<file path="src/rtl/pxs_pkg.sv">
package pxs_pkg;

  localparam int NUM_LANES = 3;

  typedef logic [1:0] lane_cnt_t;

  // lane selector to lane count; the spare code maps to three lanes
  function automatic lane_cnt_t lanes_of(input logic [1:0] sel);
    case (sel)
      2'b00:   lanes_of = 2'd1;
      2'b01:   lanes_of = 2'd2;
      default: lanes_of = 2'd3;
    endcase
  endfunction

endpackage

</file>
<file path="src/rtl/pxs_word_pack.sv">
module pxs_word_pack #(
  parameter int COLOR_W = 8,
  parameter int AUX_W   = 2,
  localparam int WORD_W = 3 * COLOR_W + 3 + AUX_W + 1
) (
  input  logic [COLOR_W-1:0] red,
  input  logic [COLOR_W-1:0] green,
  input  logic [COLOR_W-1:0] blue,
  input  logic               hsync,
  input  logic               vsync,
  input  logic               den,
  input  logic [AUX_W-1:0]   aux,
  output logic [WORD_W-1:0]  word
);

  logic par;

  // even parity over colour and control bits; side channel left out
  assign par  = ^{red, green, blue, hsync, vsync, den};
  assign word = {red, green, blue, hsync, vsync, den, aux, par};

endmodule

</file>
<file path="src/rtl/pxs_lane_mux.sv">
module pxs_lane_mux #(
  parameter int WORD_W = 30,
  parameter int LANES  = 3,
  localparam int SLOT_W = $clog2(WORD_W + 1)
) (
  input  logic [WORD_W-1:0] word,
  input  logic [1:0]        cnt,
  input  logic [SLOT_W-1:0] slot,
  output logic [LANES-1:0]  lanes
);

  for (genvar l = 0; l < LANES; l++) begin : g_lane
    logic [WORD_W-1:0] sh;
    assign sh       = word >> (int'(slot) * int'(cnt) + l);
    assign lanes[l] = (l < int'(cnt)) ? sh[0] : 1'b0;
  end

endmodule

</file>
<file path="src/rtl/pxs_bit_timer.sv">
module pxs_bit_timer #(
  parameter int WORD_W      = 30,
  parameter int CYC_PER_BIT = 1,
  localparam int SLOT_W = $clog2(WORD_W + 1),
  localparam int DIV_W  = (CYC_PER_BIT > 1) ? $clog2(CYC_PER_BIT) : 1
) (
  input  logic              clk,
  input  logic              rst,
  input  logic              halt_n,
  input  logic              load,
  input  logic [SLOT_W-1:0] slots,
  output logic              act_n,
  output logic [SLOT_W-1:0] slot_n,
  output logic              step
);

  localparam logic [DIV_W-1:0] DIV_LAST = DIV_W'(CYC_PER_BIT - 1);

  logic              act_q;
  logic [SLOT_W-1:0] slot_q;
  logic [DIV_W-1:0]  div_q, div_n;

  always_comb begin
    act_n  = act_q;
    slot_n = slot_q;
    div_n  = div_q;
    step   = 1'b0;
    if (load) begin
      act_n  = 1'b1;
      slot_n = '0;
      div_n  = '0;
      step   = 1'b1;
    end else if (act_q) begin
      if (div_q == DIV_LAST) begin
        div_n = '0;
        if (slot_q == slots - SLOT_W'(1)) begin
          act_n  = 1'b0;
          slot_n = '0;
        end else begin
          slot_n = slot_q + SLOT_W'(1);
          step   = 1'b1;
        end
      end else begin
        div_n = div_q + DIV_W'(1);
      end
    end
  end

  always_ff @(posedge clk) begin
    if (rst || !halt_n) begin
      act_q  <= 1'b0;
      slot_q <= '0;
      div_q  <= '0;
    end else begin
      act_q  <= act_n;
      slot_q <= slot_n;
      div_q  <= div_n;
    end
  end

endmodule

</file>
<file path="src/rtl/pxs_serializer_tx.sv">
module pxs_serializer_tx
  import pxs_pkg::*;
#(
  parameter int COLOR_W     = 8,
  parameter int AUX_W       = 2,
  parameter int CYC_PER_BIT = 1
) (
  input  logic               clk,
  input  logic               rst,
  input  logic               halt_n,
  input  logic               pix_stb,
  input  logic [1:0]         lane_sel,
  input  logic [COLOR_W-1:0] px_red,
  input  logic [COLOR_W-1:0] px_green,
  input  logic [COLOR_W-1:0] px_blue,
  input  logic               px_hsync,
  input  logic               px_vsync,
  input  logic               px_den,
  input  logic [AUX_W-1:0]   px_aux,
  output logic [2:0]         lane_o,
  output logic               bit_stb_o,
  output logic               pclk_o
);

  localparam int WORD_W = 3 * COLOR_W + 3 + AUX_W + 1;
  localparam int SLOT_W = $clog2(WORD_W + 1);

  function automatic logic [SLOT_W-1:0] slots_of(input lane_cnt_t n);
    case (n)
      2'd1:    slots_of = SLOT_W'(WORD_W);
      2'd2:    slots_of = SLOT_W'((WORD_W + 1) / 2);
      default: slots_of = SLOT_W'((WORD_W + 2) / 3);
    endcase
  endfunction

  logic                  load;
  logic [WORD_W-1:0]     word_in, word_q, word_n;
  lane_cnt_t             cnt_in, cnt_q, cnt_n;
  logic [SLOT_W-1:0]     slots_n, slot_n;
  logic                  act_n, step;
  logic [NUM_LANES-1:0]  lanes_n;

  assign load    = pix_stb && halt_n;
  assign cnt_in  = lanes_of(lane_sel);
  assign word_n  = load ? word_in : word_q;
  assign cnt_n   = load ? cnt_in : cnt_q;
  assign slots_n = slots_of(cnt_n);

  pxs_word_pack #(
    .COLOR_W (COLOR_W),
    .AUX_W   (AUX_W)
  ) u_pack (
    .red   (px_red),
    .green (px_green),
    .blue  (px_blue),
    .hsync (px_hsync),
    .vsync (px_vsync),
    .den   (px_den),
    .aux   (px_aux),
    .word  (word_in)
  );

  pxs_bit_timer #(
    .WORD_W      (WORD_W),
    .CYC_PER_BIT (CYC_PER_BIT)
  ) u_timer (
    .clk    (clk),
    .rst    (rst),
    .halt_n (halt_n),
    .load   (load),
    .slots  (slots_n),
    .act_n  (act_n),
    .slot_n (slot_n),
    .step   (step)
  );

  pxs_lane_mux #(
    .WORD_W (WORD_W),
    .LANES  (NUM_LANES)
  ) u_mux (
    .word  (word_n),
    .cnt   (cnt_n),
    .slot  (slot_n),
    .lanes (lanes_n)
  );

  always_ff @(posedge clk) begin
    if (rst || !halt_n) begin
      word_q    <= '0;
      cnt_q     <= 2'd1;
      lane_o    <= '0;
      bit_stb_o <= 1'b0;
      pclk_o    <= 1'b0;
    end else begin
      if (load) begin
        word_q <= word_in;
        cnt_q  <= cnt_in;
      end
      lane_o    <= act_n ? lanes_n : '0;
      bit_stb_o <= step;
      pclk_o    <= act_n && (slot_n < (slots_n >> 1));
    end
  end

endmodule

</file>
<file path="config.mk">
export PLATFORM = sky130hd
export DESIGN_NAME = pxs_serializer_tx
export DESIGN_NICKNAME = d
export VERILOG_FILES = /design/src/rtl/pxs_pkg.sv /design/src/rtl/pxs_word_pack.sv /design/src/rtl/pxs_lane_mux.sv /design/src/rtl/pxs_bit_timer.sv /design/src/rtl/pxs_serializer_tx.sv
export SDC_FILE = /design/constraint.sdc
export NUM_CORES = 1
export LEC_CHECK = 0
export BUFFER_PORTS_ARGS = -buffer_cell sky130_fd_sc_hd__buf_4
export CORE_AREA = 2 2 92 94
export DETAILED_ROUTE_END_ITERATION = 10
export DIE_AREA = 0 0 94 96
export PLACE_DENSITY = 0.74
export SLEW_MARGIN = 20
export SYNTH_ARGS = -nofsm -noshare
export SYNTH_HDL_FRONTEND = slang
export SYNTH_HIERARCHICAL = 1
export SYNTH_SLANG_ARGS = --single-unit
</file>
<file path="constraint.sdc">
create_clock -name clk -period 14.5 [get_ports clk]
set_input_delay 2.9 -clock clk [delete_from_list [all_inputs] [get_ports clk]]
set_output_delay 2.9 -clock clk [all_outputs]
set_load 0.01 [all_outputs]
</file>
==> impl_results.md <==
* Synth Cell Area at 3940 sq um
* Largest cells by area after synthesis: dfxtp_1 22%, a21oi_2 6.9%, buf_4 6.9%, mux4_2 6.9%, xnor2_1 5.6%
* Syn avg cell area at 9.27 sq um
* Vias in the first global route at 2814
* Vias at 2997
* Leak at 1.68 nW
* Ys async rst share at 0
* Setup Skew at 0.00642 ns
* Layout Area Growth over Synthesis at 3.05%
* Core area at 8050 sq um
* Cells after synthesis at 425
* CTS tree: yes
* #FFs+latches synth at 43
* WL final at 8100 um
* CP endpoint kind: flip-flop
* Required time worst endpoint at 14.70 ns
* Initial Utilization at 0.489
* DRC at 0
* Die Area at 9020 sq um
* Final Hold Viols at 0
* CTS clk-pin slew, worst paths at 0.08 ns
* Warnings, synthesis at 6
* Power Dens Cells at 68.7 nW/um^2
* Reg-to-Reg Start: cnt_q[1]
* Worst r2r dst: lane_o[1]
* Placed insts at 519
* Ant diodes at 0
* ANT nets after route at 0
* Global-route wire length before repair at 14000 um
* Worst-path fanout max at 67
* Peak supply drop at 36.3 uV
* Unrepaired setup endpoints after global routing: false
* Final HPWL DP at 6160 um
* Post-cts hold buffer count at 0
* Drt initial violations at 252
* Max Clock Freq at 0.114 GHz
* Area of the multi-input gates at 2640 sq um
* Filler cells at 737
* Final Slew Violations at 0
* Io pins at 40
* Max-cap check violation count at 0
* Synth unique cells at 65
* Clock Sinks at 43
* Min-Delay Endpoint: cnt_q[0]
* Post-synth top area cell: dfxtp_1
* Critical path launch point type: input pin
* Worst-margin pin slew at 0.985 ns
* Post-route minimum period at 8.74 ns
* Via density at 5.70
* Initial antenna violation count at 0
* Top cell type's share of synthesized area at 0.219
* Post-synth EDFFs at 0
* Clk buf depth at 2
* Register-to-Register Path Depth at 20
* Share of cells above drive strength 1 at 0.278
* Top-count cell post-synth: nand2_1
* Final TNS setup at 0 ns
* Arrival time worst endpoint at 8.94 ns
* Worst rel slew slack at 0.343
* Dpl ws at 5.49 ns
* Die width at 94 um
* Most used DFF post-synth: dfxtp_1
* Router iterations before antenna repair at 4
* Reg area at 861 sq um
* Final setup viols at 0
* Power consumption at 0.279 mW
* Flop-to-flop setup slack at 8.71 ns
* Port Buffers at 39
* Clock Latency Late Sink at 0.30 ns
* Crit share post-route at 0.603
* Final cell count without fillers at 526
* Most frequent cells after synthesis: 48 x nand2_1, 43 x dfxtp_1, 36 x buf_4
* Setup WS post-layout at 5.76 ns
* Nets at 468
* Seq/Total Area, Yosys at 0.219
* CTS Buf Count at 5
* Routed len/inst at 15.4 um
* H-tree Lvls at 2
* Largest net degree at the start of global routing at 68
* Hold Path Class: flip-flop to flip-flop
* Total gr overflow at 0
* Die H at 96 um
* Clock Tree Root: clkbuf_8
* Hold Path Depth at 2
* GRT Util Overall at 0.195
* Hold Path Origin: cnt_q[0]
* Setup bufs post-CTS at 0
* Kind of critical path: input pin to flip-flop
* Post-CTS resize count at 0
* Status: completed
* Gpl congestion at 0.957
* Num rows at 33
## flip-flops by register name, indices dropped and copies added, names as in the netlist
| register | count |
|---|---|
| u_timer/slot_q | 5 |
| bit_stb_o | 1 |
| cnt_q | 2 |
| lane_o | 3 |
| pclk_o | 1 |
| word_q | 30 |
| u_timer/act_q | 1 |
## logic make-up (layout without fill, tap and decap cells)
group                      after synthesis  in the layout  share of synthesized area
muxes                                   24             24                      0.112
buffers and inverters                   67             59                      0.115
DFF                                     43             43                      0.219
and+or+nand+nor                        132            132                      0.172
other                                    1              5                   0.000952
adders and majority gates               12             12                     0.0400
xor gates and xnor gates                39             39                      0.106
AOI/OAI and AO/OA                      107            107                      0.236
## placed cells by master, fill, tap and decap left out, drive strengths merged, types with 3 or more instances in the layout
| master | instances |
|---|---|
| nand2 | 49 |
| dfxtp | 43 |
| a21oi | 43 |
| buf | 39 |
| nand3 | 31 |
| a21bo | 30 |
| xnor2 | 29 |
| mux4 | 15 |
| inv | 12 |
| nor3 | 12 |
| ha | 11 |
| and2 | 8 |
| xor2 | 8 |
| mux2i | 7 |
| a211oi | 7 |
| nor2 | 6 |
| and3 | 5 |
| clkbuf | 5 |
| conb | 5 |
| o21ai | 4 |
| a21o | 3 |
| a31oi | 3 |
| nand4 | 3 |
| o21bai | 3 |
| or3 | 3 |
| and2b | 3 |
| clkinv | 3 |
| nand2b | 3 |
## final cells by class
type / instances / share of cell area
clock inverter: 2 / 0.00339
inverter: 13 / 0.0123
timing repair buffer: 39 / 0.0721
sequential: 43 / 0.212
clock buffer: 5 / 0.0170
tap: 105 / 0.0324
multi-input combinational: 319 / 0.651
## layer usage
metal  vias to the layer above  part of all wire  wire, um  track usage
met1                      1423              0.48      3860        0.277
met5                         -                 0         0            0
met4                         0             0.013       104       0.0568
met2                        79              0.46      3760        0.307
li1                       1485                 -         -            -
met3                        10             0.046       375       0.0298
## per-stage QoR
step	area [sq um]	hold WS (ns)	util
finish	4060	0.535	0.504
global route	4060	0.581	0.504
CTS	4060	0.543	0.504
detailed placement	3980	0.521	0.494
global placement	3980	0.515	0.494
floorplan	3950	0.489	-
## worst max-delay path, cell delays in order
cell      delay, ns
buf_4          0.49
a21oi_1        0.23
a21oi_1        0.63
ha_1           0.34
inv_1          0.06
ha_1           0.30
xnor2_1        0.14
a211o_1        0.34
a211oi_2       0.32
o22ai_1        0.27
and2_1         0.24
ha_1           0.20
inv_1          0.07
fa_1           0.59
nand4b_1       0.36
xnor2_2        0.40
mux4_1         0.35
mux2_2         0.29
o211ai_2       0.15
a211oi_2       0.09
and3_1         0.18
## where the power goes
group / switching, mW / leakage (nW) / internal, mW / total, mW
registers: 0.000846 / 0.348 / 0.121 / 0.121
logic: 0.0410 / 1.28 / 0.0399 / 0.0809
clock network: 0.0434 / 0.0440 / 0.0330 / 0.0764
total: 0.0853 / 1.68 / 0.194 / 0.279
## how the worst max path moves through the flow
| stage | start | endpoint | depth (start not counted) |
|---|---|---|---|
| global route | halt_n | lane_o[1] | 21 |
| floorplan | pix_stb | lane_o[1] | 21 |
| CTS | halt_n | lane_o[1] | 21 |
| finish | halt_n | lane_o[1] | 21 |
| global placement | halt_n | lane_o[1] | 21 |
| detailed placement | pix_stb | lane_o[1] | 21 |
Power figures use the tool's default switching activity.
